==> src/rtl/pdom_seq_pkg.sv <==
package pdom_seq_pkg;

   localparam int unsigned COLLAPSE_BIT = 0;
   localparam int unsigned HWMODE_BIT   = 1;
   localparam int unsigned OVR_BIT      = 2;
   localparam int unsigned CDIS_LSB     = 12;
   localparam int unsigned FEW_LSB      = 16;
   localparam int unsigned REST_LSB     = 20;
   localparam int unsigned STATUS_BIT   = 31;
   localparam int unsigned FIELD_W      = 4;

   typedef enum logic [2:0] {
      ST_OFF,
      ST_FEW,
      ST_REST,
      ST_UNCLAMP,
      ST_ON,
      ST_CLKOFF,
      ST_CLAMP
   } pd_state_e;

   typedef struct packed {
      logic few;
      logic rest;
      logic clamp;
      logic rst_n;
      logic clk;
      logic ok;
   } pd_ctl_t;

   typedef struct packed {
      logic               collapse;
      logic               hw_mode;
      logic               ovr;
      logic [FIELD_W-1:0] w_rest;
      logic [FIELD_W-1:0] w_few;
      logic [FIELD_W-1:0] w_cdis;
   } pd_cfg_t;

   localparam pd_ctl_t CTL_OFF = '{few:1'b0, rest:1'b0, clamp:1'b1, rst_n:1'b0, clk:1'b0, ok:1'b0};
   localparam pd_ctl_t CTL_ON  = '{few:1'b1, rest:1'b1, clamp:1'b0, rst_n:1'b1, clk:1'b1, ok:1'b1};

endpackage

==> src/rtl/pdom_seq_csr.sv <==
module pdom_seq_csr
   import pdom_seq_pkg::*;
#(
   parameter int unsigned DATA_W = 32
) (
   input  logic              clk,
   input  logic              rst_n,
   input  logic              we,
   input  logic [DATA_W-1:0] wdata,
   input  logic              status,
   output logic [DATA_W-1:0] rdata,
   output pd_cfg_t           cfg
);

   always_ff @(posedge clk or negedge rst_n) begin
      if (!rst_n) begin
         cfg.collapse <= 1'b1;
         cfg.hw_mode  <= 1'b0;
         cfg.ovr      <= 1'b0;
         cfg.w_rest   <= '0;
         cfg.w_few    <= '0;
         cfg.w_cdis   <= '0;
      end else if (we) begin
         cfg.collapse <= wdata[COLLAPSE_BIT];
         cfg.hw_mode  <= wdata[HWMODE_BIT];
         cfg.ovr      <= wdata[OVR_BIT];
         cfg.w_rest   <= wdata[REST_LSB +: FIELD_W];
         cfg.w_few    <= wdata[FEW_LSB  +: FIELD_W];
         cfg.w_cdis   <= wdata[CDIS_LSB +: FIELD_W];
      end
   end

   always_comb begin
      rdata                        = '0;
      rdata[COLLAPSE_BIT]          = cfg.collapse;
      rdata[HWMODE_BIT]            = cfg.hw_mode;
      rdata[OVR_BIT]               = cfg.ovr;
      rdata[REST_LSB +: FIELD_W]   = cfg.w_rest;
      rdata[FEW_LSB  +: FIELD_W]   = cfg.w_few;
      rdata[CDIS_LSB +: FIELD_W]   = cfg.w_cdis;
      rdata[STATUS_BIT]            = status;
   end

endmodule

==> src/rtl/pdom_seq_sync.sv <==
module pdom_seq_sync #(
   parameter int unsigned STAGES  = 2,
   parameter bit          RST_VAL = 1'b1
) (
   input  logic clk,
   input  logic rst_n,
   input  logic d,
   output logic q
);

   generate
      if (STAGES == 0) begin : g_bypass
         assign q = d;
      end else begin : g_chain
         logic [STAGES-1:0] sh;
         always_ff @(posedge clk or negedge rst_n) begin
            if (!rst_n) sh <= {STAGES{RST_VAL}};
            else        sh <= {sh[STAGES-2:0], d};
         end
         assign q = sh[STAGES-1];
      end
   endgenerate

endmodule

==> src/rtl/pdom_seq_timer.sv <==
module pdom_seq_timer #(
   parameter int unsigned EXP_W   = 4,
   parameter int unsigned MAX_EXP = 15
) (
   input  logic             clk,
   input  logic             rst_n,
   input  logic             load,
   input  logic [EXP_W-1:0] exp_n,
   output logic             done
);

   localparam int unsigned CNT_W = MAX_EXP + 1;

   logic [CNT_W-1:0] cnt;
   logic [EXP_W-1:0] exp_clip;

   assign exp_clip = (exp_n > EXP_W'(MAX_EXP)) ? EXP_W'(MAX_EXP) : exp_n;

   always_ff @(posedge clk or negedge rst_n) begin
      if (!rst_n)           cnt <= '0;
      else if (load)        cnt <= (CNT_W'(1) << exp_clip) - CNT_W'(1);
      else if (cnt != '0)   cnt <= cnt - CNT_W'(1);
   end

   assign done = (cnt == '0);

endmodule

==> src/rtl/pdom_seq_fsm.sv <==
module pdom_seq_fsm
   import pdom_seq_pkg::*;
(
   input  logic               clk,
   input  logic               rst_n,
   input  logic               req_collapse,
   input  logic               ovr,
   input  pd_cfg_t            cfg,
   input  logic               wait_done,
   output logic               wait_load,
   output logic [FIELD_W-1:0] wait_exp,
   output pd_state_e          state
);

   pd_state_e nxt;

   always_comb begin
      nxt       = state;
      wait_load = 1'b0;
      wait_exp  = '0;
      unique case (state)
         ST_OFF: if (!req_collapse) begin
            nxt = ST_FEW;  wait_load = 1'b1; wait_exp = cfg.w_few;
         end
         ST_FEW: if (wait_done) begin
            nxt = ST_REST; wait_load = 1'b1; wait_exp = cfg.w_rest;
         end
         ST_REST:    if (wait_done) nxt = ST_UNCLAMP;
         ST_UNCLAMP: nxt = ST_ON;
         ST_ON: if (req_collapse) begin
            nxt = ST_CLKOFF; wait_load = 1'b1; wait_exp = cfg.w_cdis;
         end
         ST_CLKOFF:  if (wait_done) nxt = ST_CLAMP;
         ST_CLAMP:   nxt = ST_OFF;
         default:    nxt = ST_OFF;
      endcase
      if (ovr) begin
         nxt       = req_collapse ? ST_OFF : ST_ON;
         wait_load = 1'b0;
      end
   end

   always_ff @(posedge clk or negedge rst_n) begin
      if (!rst_n) state <= ST_OFF;
      else        state <= nxt;
   end

endmodule

==> src/rtl/pdom_seq.sv <==
module pdom_seq
   import pdom_seq_pkg::*;
#(
   parameter int unsigned DATA_W      = 32,
   parameter int unsigned MAX_EXP     = 15,
   parameter int unsigned SYNC_STAGES = 2
) (
   input  logic              clk,
   input  logic              rst_n,
   input  logic              csr_we,
   input  logic [DATA_W-1:0] csr_wdata,
   output logic [DATA_W-1:0] csr_rdata,
   input  logic              hw_collapse_req,
   output logic              sw_few_en,
   output logic              sw_rest_en,
   output logic              clamp_en,
   output logic              dom_rst_n,
   output logic              clk_en,
   output logic              pwr_ok
);

   if (DATA_W != 32) begin : g_bad_width
      $error("pdom_seq: DATA_W must be 32, field positions are fixed");
   end
   if (MAX_EXP < 1 || MAX_EXP > 15) begin : g_bad_exp
      $error("pdom_seq: MAX_EXP must lie in 1..15");
   end
   if (SYNC_STAGES > 4) begin : g_bad_sync
      $error("pdom_seq: SYNC_STAGES must not exceed 4");
   end

   pd_cfg_t            cfg;
   pd_state_e          state;
   pd_ctl_t            seq_ctl, ovr_ctl, ctl;
   logic               hw_req_s, req_eff;
   logic               wait_load, wait_done;
   logic [FIELD_W-1:0] wait_exp;

   pdom_seq_csr #(.DATA_W(DATA_W)) u_csr (
      .clk(clk), .rst_n(rst_n), .we(csr_we), .wdata(csr_wdata),
      .status(ctl.ok), .rdata(csr_rdata), .cfg(cfg)
   );

   pdom_seq_sync #(.STAGES(SYNC_STAGES), .RST_VAL(1'b1)) u_sync (
      .clk(clk), .rst_n(rst_n), .d(hw_collapse_req), .q(hw_req_s)
   );

   assign req_eff = cfg.hw_mode ? hw_req_s : cfg.collapse;

   pdom_seq_timer #(.EXP_W(FIELD_W), .MAX_EXP(MAX_EXP)) u_timer (
      .clk(clk), .rst_n(rst_n), .load(wait_load), .exp_n(wait_exp), .done(wait_done)
   );

   pdom_seq_fsm u_fsm (
      .clk(clk), .rst_n(rst_n), .req_collapse(req_eff), .ovr(cfg.ovr),
      .cfg(cfg), .wait_done(wait_done), .wait_load(wait_load),
      .wait_exp(wait_exp), .state(state)
   );

   always_comb begin
      seq_ctl = CTL_OFF;
      unique case (state)
         ST_FEW:     seq_ctl = '{few:1'b1, rest:1'b0, clamp:1'b1, rst_n:1'b0, clk:1'b0, ok:1'b0};
         ST_REST:    seq_ctl = '{few:1'b1, rest:1'b1, clamp:1'b1, rst_n:1'b0, clk:1'b0, ok:1'b0};
         ST_UNCLAMP: seq_ctl = '{few:1'b1, rest:1'b1, clamp:1'b0, rst_n:1'b1, clk:1'b0, ok:1'b0};
         ST_ON:      seq_ctl = CTL_ON;
         ST_CLKOFF:  seq_ctl = '{few:1'b1, rest:1'b1, clamp:1'b0, rst_n:1'b1, clk:1'b0, ok:1'b0};
         ST_CLAMP:   seq_ctl = '{few:1'b1, rest:1'b1, clamp:1'b1, rst_n:1'b0, clk:1'b0, ok:1'b0};
         default:    seq_ctl = CTL_OFF;
      endcase
   end

   assign ovr_ctl = req_eff ? CTL_OFF : CTL_ON;
   assign ctl     = cfg.ovr ? ovr_ctl : seq_ctl;

   assign sw_few_en  = ctl.few;
   assign sw_rest_en = ctl.rest;
   assign clamp_en   = ctl.clamp;
   assign dom_rst_n  = ctl.rst_n;
   assign clk_en     = ctl.clk;
   assign pwr_ok     = ctl.ok;

endmodule

==> config.mk <==
export PLATFORM = sky130hd
export DESIGN_NAME = pdom_seq
export DESIGN_NICKNAME = d
export VERILOG_FILES = /design/src/rtl/pdom_seq_pkg.sv /design/src/rtl/pdom_seq_csr.sv /design/src/rtl/pdom_seq_sync.sv /design/src/rtl/pdom_seq_timer.sv /design/src/rtl/pdom_seq_fsm.sv /design/src/rtl/pdom_seq.sv
export SDC_FILE = /design/constraint.sdc
export NUM_CORES = 1
export LEC_CHECK = 0
export BUFFER_PORTS_ARGS = -buffer_cell sky130_fd_sc_hd__clkbuf_2
export CORE_ASPECT_RATIO = 1.2
export CORE_MARGIN = 4
export CORE_UTILIZATION = 48
export DETAILED_ROUTE_END_ITERATION = 8
export GPL_TIMING_DRIVEN = 1
export PLACE_DENSITY = 0.81
export SYNTH_ARGS = -nofsm -noshare
export SYNTH_HDL_FRONTEND = slang
export SYNTH_SLANG_ARGS = --single-unit
==> constraint.sdc <==
create_clock -name clk -period 4.56 [get_ports clk]
set_input_delay 0.912 -clock clk [delete_from_list [all_inputs] [get_ports clk]]
set_output_delay 0.912 -clock clk [all_outputs]
set_load 0.05 [all_outputs]
# Word-level counts from Yosys, hierarchy flattened
# Cells that the tools add are included.
# totals
out_inout_bits	38
inputBits	36
regBits	36
# classes
eq_ne	11
mux	24
magnitude_cmp	1
addsub	2
n_reduce_logical	7
shifts	1
# ops
cell	count
$mux 16	2
$pmux 6 s4	1
$mux 3	7
$pmux 3 s6	1
$logic_not 16->1	1
$mux 4	4
$reduce_bool 16->1	1
$shl 1x4->16 const A	1
$sub 16x1->16 const B	1
$sub 16x2->16 const B	1
$mux 6	2
$pmux 4 s3	1
$eq 3x3->1 const B	3
$ne 3x2->1 const B	3
$eq 3x2->1 const B	2
$ne 3x3->1 const B	2
$mux 1	5
$reduce_and 5->1	1
$gt 4x4->1 const B	1
$reduce_or 2->1	2
$eq 3x1->1 const B	1
$logic_not 3->1	1
$pmux 1 s3	1
$reduce_bool 2->1	1

# Logic depth before layout (Yosys ltp)
# depth
ltp_word	8
depth_mapped	13
depth_no_buf	11

# Cells and area by module
# From an unflattened synthesis, not the netlist that was laid out.
# unflattened
hier_cells	267
area_unflattened_um2	2561.2
# modules_own_cells
mod	n_inst	area_per_inst_um2	seq_area_each_um2	cells_each
pdom_seq_timer	1	1229.9	400.4	146
pdom_seq_csr	1	858.3	376.6	65
pdom_seq_fsm	1	321.6	75.1	39
pdom_seq	1	98.8	0.0	15
pdom_seq_sync	1	52.6	52.6	2

# Least setup slack after synthesis
# No wires, ideal clock.
# synth_path
path_kind	flip-flop to output port
startpoint	register u_fsm.state[2]
endpoint	output port clamp_en
t_arrival_ps	2703
stages_incl_launch_ff	6
path_buffers	1
t_required_ps	3648
slack_ps	945
path_cell_list	dfrtp_1 > clkbuf_1 > inv_1 > mux2_2 > o21ai_0 > inv_1
# synth_between
elab_chain_len	4
elab_cells_between_ends	10
cone_classes	eq/ne (6); mux (2); reduce/logical (2)
# synth_lines
item	line	rtl
start, declared	pdom_seq_fsm.sv:12	output pd_state_e state
start signal, assigned	pdom_seq_fsm.sv:45	else state <= nxt;
$eq 3x3->1 or $eq 3x2->1 (tied branches)	pdom_seq.sv:62	unique case (state)
$reduce_or 2->1 (no source line)	-	
$pmux 6 s4 *	pdom_seq.sv:62	
$mux 6 *	pdom_seq.sv:74	assign ctl = cfg.ovr ? ovr_ctl : seq_ctl;
end, declared	pdom_seq.sv:16	output logic clamp_en,
# Mark *: on every way between the ends. The rest lies on a longest branch, timed or not.

# Worst setup path after layout
# layout_path
startpoint	register u_timer.cnt[0]
endpoint	register u_timer.cnt[6]
# layout_between
elab_chain_len	8
elab_cells_between_ends	15
cone_classes	add/sub (2); order compare (1); shift (1); mux (8); reduce/logical (3)
# layout_lines
item	line	rtl
start, declared	pdom_seq_timer.sv:14	logic [CNT_W-1:0] cnt;
start signal, assigned	pdom_seq_timer.sv:21	else if (load) cnt <= (CNT_W'(1) << exp_clip) - CNT_W'(1);
start signal, assigned	pdom_seq_timer.sv:22	else if (cnt != '0) cnt <= cnt - CNT_W'(1);
$logic_not 16->1	pdom_seq_timer.sv:25	assign done = (cnt == '0);
$mux 4	pdom_seq_fsm.sv:25	ST_FEW: if (wait_done) begin
$pmux 4 s3	pdom_seq_fsm.sv:21	unique case (state)
$gt 4x4->1	pdom_seq_timer.sv:17	assign exp_clip = (exp_n > EXP_W'(MAX_EXP)) ? EXP_W'(MAX_EXP) : exp_n;
$mux 4	pdom_seq_timer.sv:17	
$shl 1x4->16	pdom_seq_timer.sv:21	
$sub 16x2->16	pdom_seq_timer.sv:21	
$mux 16	pdom_seq_timer.sv:21	
# Parallel ways exist; a longest one is shown, timed or not. The select of a mux whose other input is x is not followed.
# A chain may end at the register's enable or synchronous reset.

==> metrics.txt <==
Yosys cell types 46; Via density 5.46; cell taking the most area after synthesis dfrtp_1; gr usage total 0.169; endpoints failing setup 0; RSZ-0062 raised after global routing false; clock sinks 36; global-route wire length before repair roughly 8.3 mm; Design Area, Final about 2500 sq um; CP Launch Point u_timer.cnt[0]; Area contributors post-synth dfrtp_1, mux2_2, buf_4, nand2_1, dfstp_2; r2r setup slk 1.57 ns; Sw Ratio 0.452; Post-synth ARST share 1.00; vias in the first global route 1872; Mapped Cells between 200 and 250; worst slew pin tran 0.889 ns; H-tree levels 2; hold path cells 0; # hold bufs at CTS 0; initial core utilization 0.503; hold_ws 0.357 ns; Reg power frac 0.376; Setup TNS Final 0 ns; fin crit share 0.656; Fin. Hold Viols 0; # fillers 429; max-slew violation count 0; routability cong. about 0.84; type of the worst setup path reg -> reg; number of nets in the layout 314; path depth of the worst reg2reg path 10; Layout area overhead 9.52%; port bufs 40; row count 27; max_cap viols 0; later-pin clock latency in the skew report just under 0.3 ns; Slew HR 0.408; Hold Crit Class reg -> reg; fmax 334 MHz; Routed Antenna Nets 0; vias roughly 1800; initial antenna violation count 0; Startpoint Class flop; hpwl dp between 3 and 4 mm; Synth Flop Type dfrtp_1; Reg-to-Reg Start u_timer.cnt[0]; minimum clock period after layout ~3.0 ns; Post-CTS Resized 0; share of cells above drive strength 1 0.293; Post-synth EDFFs 0; WP data arrival 3.16 ns; CTS clk-pin slew, worst paths 0.07 ns; initial DRC count between 80 and 90; Die Ht between 80 and 90 um; Worst VDD drop 0.000387 V; largest net degree at the start of global routing 37; die width 71.5 um; endpoint class of the critical path flop; Clock Power Share 0.159; WL per Instance about 14 um; Inserted Diodes 0; Seq/Total Area, Yosys 0.389; dpl cell area 2470 sq um; total power around 0.0014 W; DRT Pass-1 Iters 4; CTS tree done; combinational power share 0.466; Ports 74; Yosys warnings 0; cts bufs inserted 5; crit path max fanout 17; DRC 0; Clock Skews between 0.007 and 0.008 ns; clock root buffer clkbuf_8; final WL 4.64 mm; Syn Std Cell Area about 2300 sq um; Internal 0.000746 W; CORE AREA between 4000 and 5000 sq um; most common cell in the netlist dfrtp_1; number of synthesized register bits 36; Setup Fix Bufs, Post-CTS 0; status complete, no violations; min-delay src u_sync.g_chain.sh[0]; Lkg Pwr 1.13 nW; Worst EP required 4.73 ns; worst-case clock buffer depth 2; Net Sw Power between 0.0006 and 0.0007 W; top cells by count, synth dfrtp_1, nand2_1, buf_4, nor2_1, mux2_2; die area roughly 6000 sq um; mean post-synth cell area 9.53 sq um; Synth top area share 0.355; power per cell area 535 nW/um^2; total gr overflow 0
==> stage by stage <==
stage | setup WS, ns | util | cells
finish | 1.57 | 0.550 | 334
floorplan | 0.945 | - | 259
global placement | 1.64 | 0.533 | 326
detailed placement | 1.57 | 0.533 | 326
CTS | 1.56 | 0.550 | 334
global route | 1.24 | 0.550 | 334
==> final timing paths <==
check / endpoint
max in group asynchronous: u_timer.cnt[1]
min: u_sync.g_chain.sh[1]
min reg2reg: u_sync.g_chain.sh[1]
max reg2reg: u_timer.cnt[6]
max: u_timer.cnt[6]
min in group asynchronous: u_fsm.state[0]
==> sequential cells by signal, summed over array words and instances (netlist names) <==
register and cells:
u_timer.cnt 16, u_csr.cfg 15, u_fsm.state 3, u_sync.g_chain.sh 2
==> metal layers <==
| layer | GRT usage | up-vias | part of all wire |
|---|---|---|---|
| li1 | - | 891 | - |
| met1 | 0.203 | 856 | 0.40 |
| met2 | 0.291 | 64 | 0.51 |
| met3 | 0.0383 | 11 | 0.066 |
| met4 | 0.0598 | 0 | 0.022 |
| met5 | 0 | - | 0 |
==> critical path, stage by stage, from the launching register on <==
cell       delay, ns
dfrtp_1         0.42
inv_1           0.10
ha_1            0.16
nor4b_2         0.33
nand4_4         0.31
o2bb2ai_1       0.51
nor3_1          0.18
nand2_1         0.11
ha_1            0.30
a311oi_1        0.07
a311o_1         0.37
==> logic make-up after synthesis <==
kind of cell | Yosys count | share of synthesized area
buffers and inverters | 37 | 0.0925
XOR/XNOR | 14 | 0.0527
adder cells (fa/ha/maj) | 3 | 0.0161
other | 1 | 0.00161
flip-flops | 36 | 0.389
AO/OA/AOI/OAI | 49 | 0.140
AND/OR/NAND/NOR | 80 | 0.191
multiplexers | 24 | 0.117
==> power by group through the flow <==
stage	logic (W)	clock network [W]	registers (W)
finish	0.000634	0.000216	0.000512
global route	0.000706	0.000235	0.000528
CTS	0.000637	0.000221	0.000512
detailed placement	0.000631	0	0.000518
global placement	0.000621	0	0.000513
floorplan	0.000507	0	0.000532
==> cell type report <==
cell class	count	area [sq um]	area share
repair buffers	41	208	0.0815
well taps	58	72.6	0.0285
clock buffers	7	76.3	0.0300
inverters	5	18.8	0.00737
multi-input cells	186	1260	0.496
flip-flops and latches	36	905	0.355
clock inverters	1	5.00	0.00196
==> placed cells by master (no fill, tap or decap), drive strengths merged, types with 2 or more instances in the layout <==
cell type and count:
nor2 18, o22a 3, o22ai 6, inv 5
nor3b 2, o21ai 17, nor4 6, a21oi 6
or3 2, nor3 6, a31oi 7, or2 2
clkbuf 47, dfrtp 33, mux2 19, xnor2 9
dfstp 3, o2bb2ai 2, mux2i 5, a2bb2oi 2
nand3 8, nand2 27, conb 16, nand2b 4
ha 3, xor2 5
No activity file was read; power rests on OpenSTA's default activity.
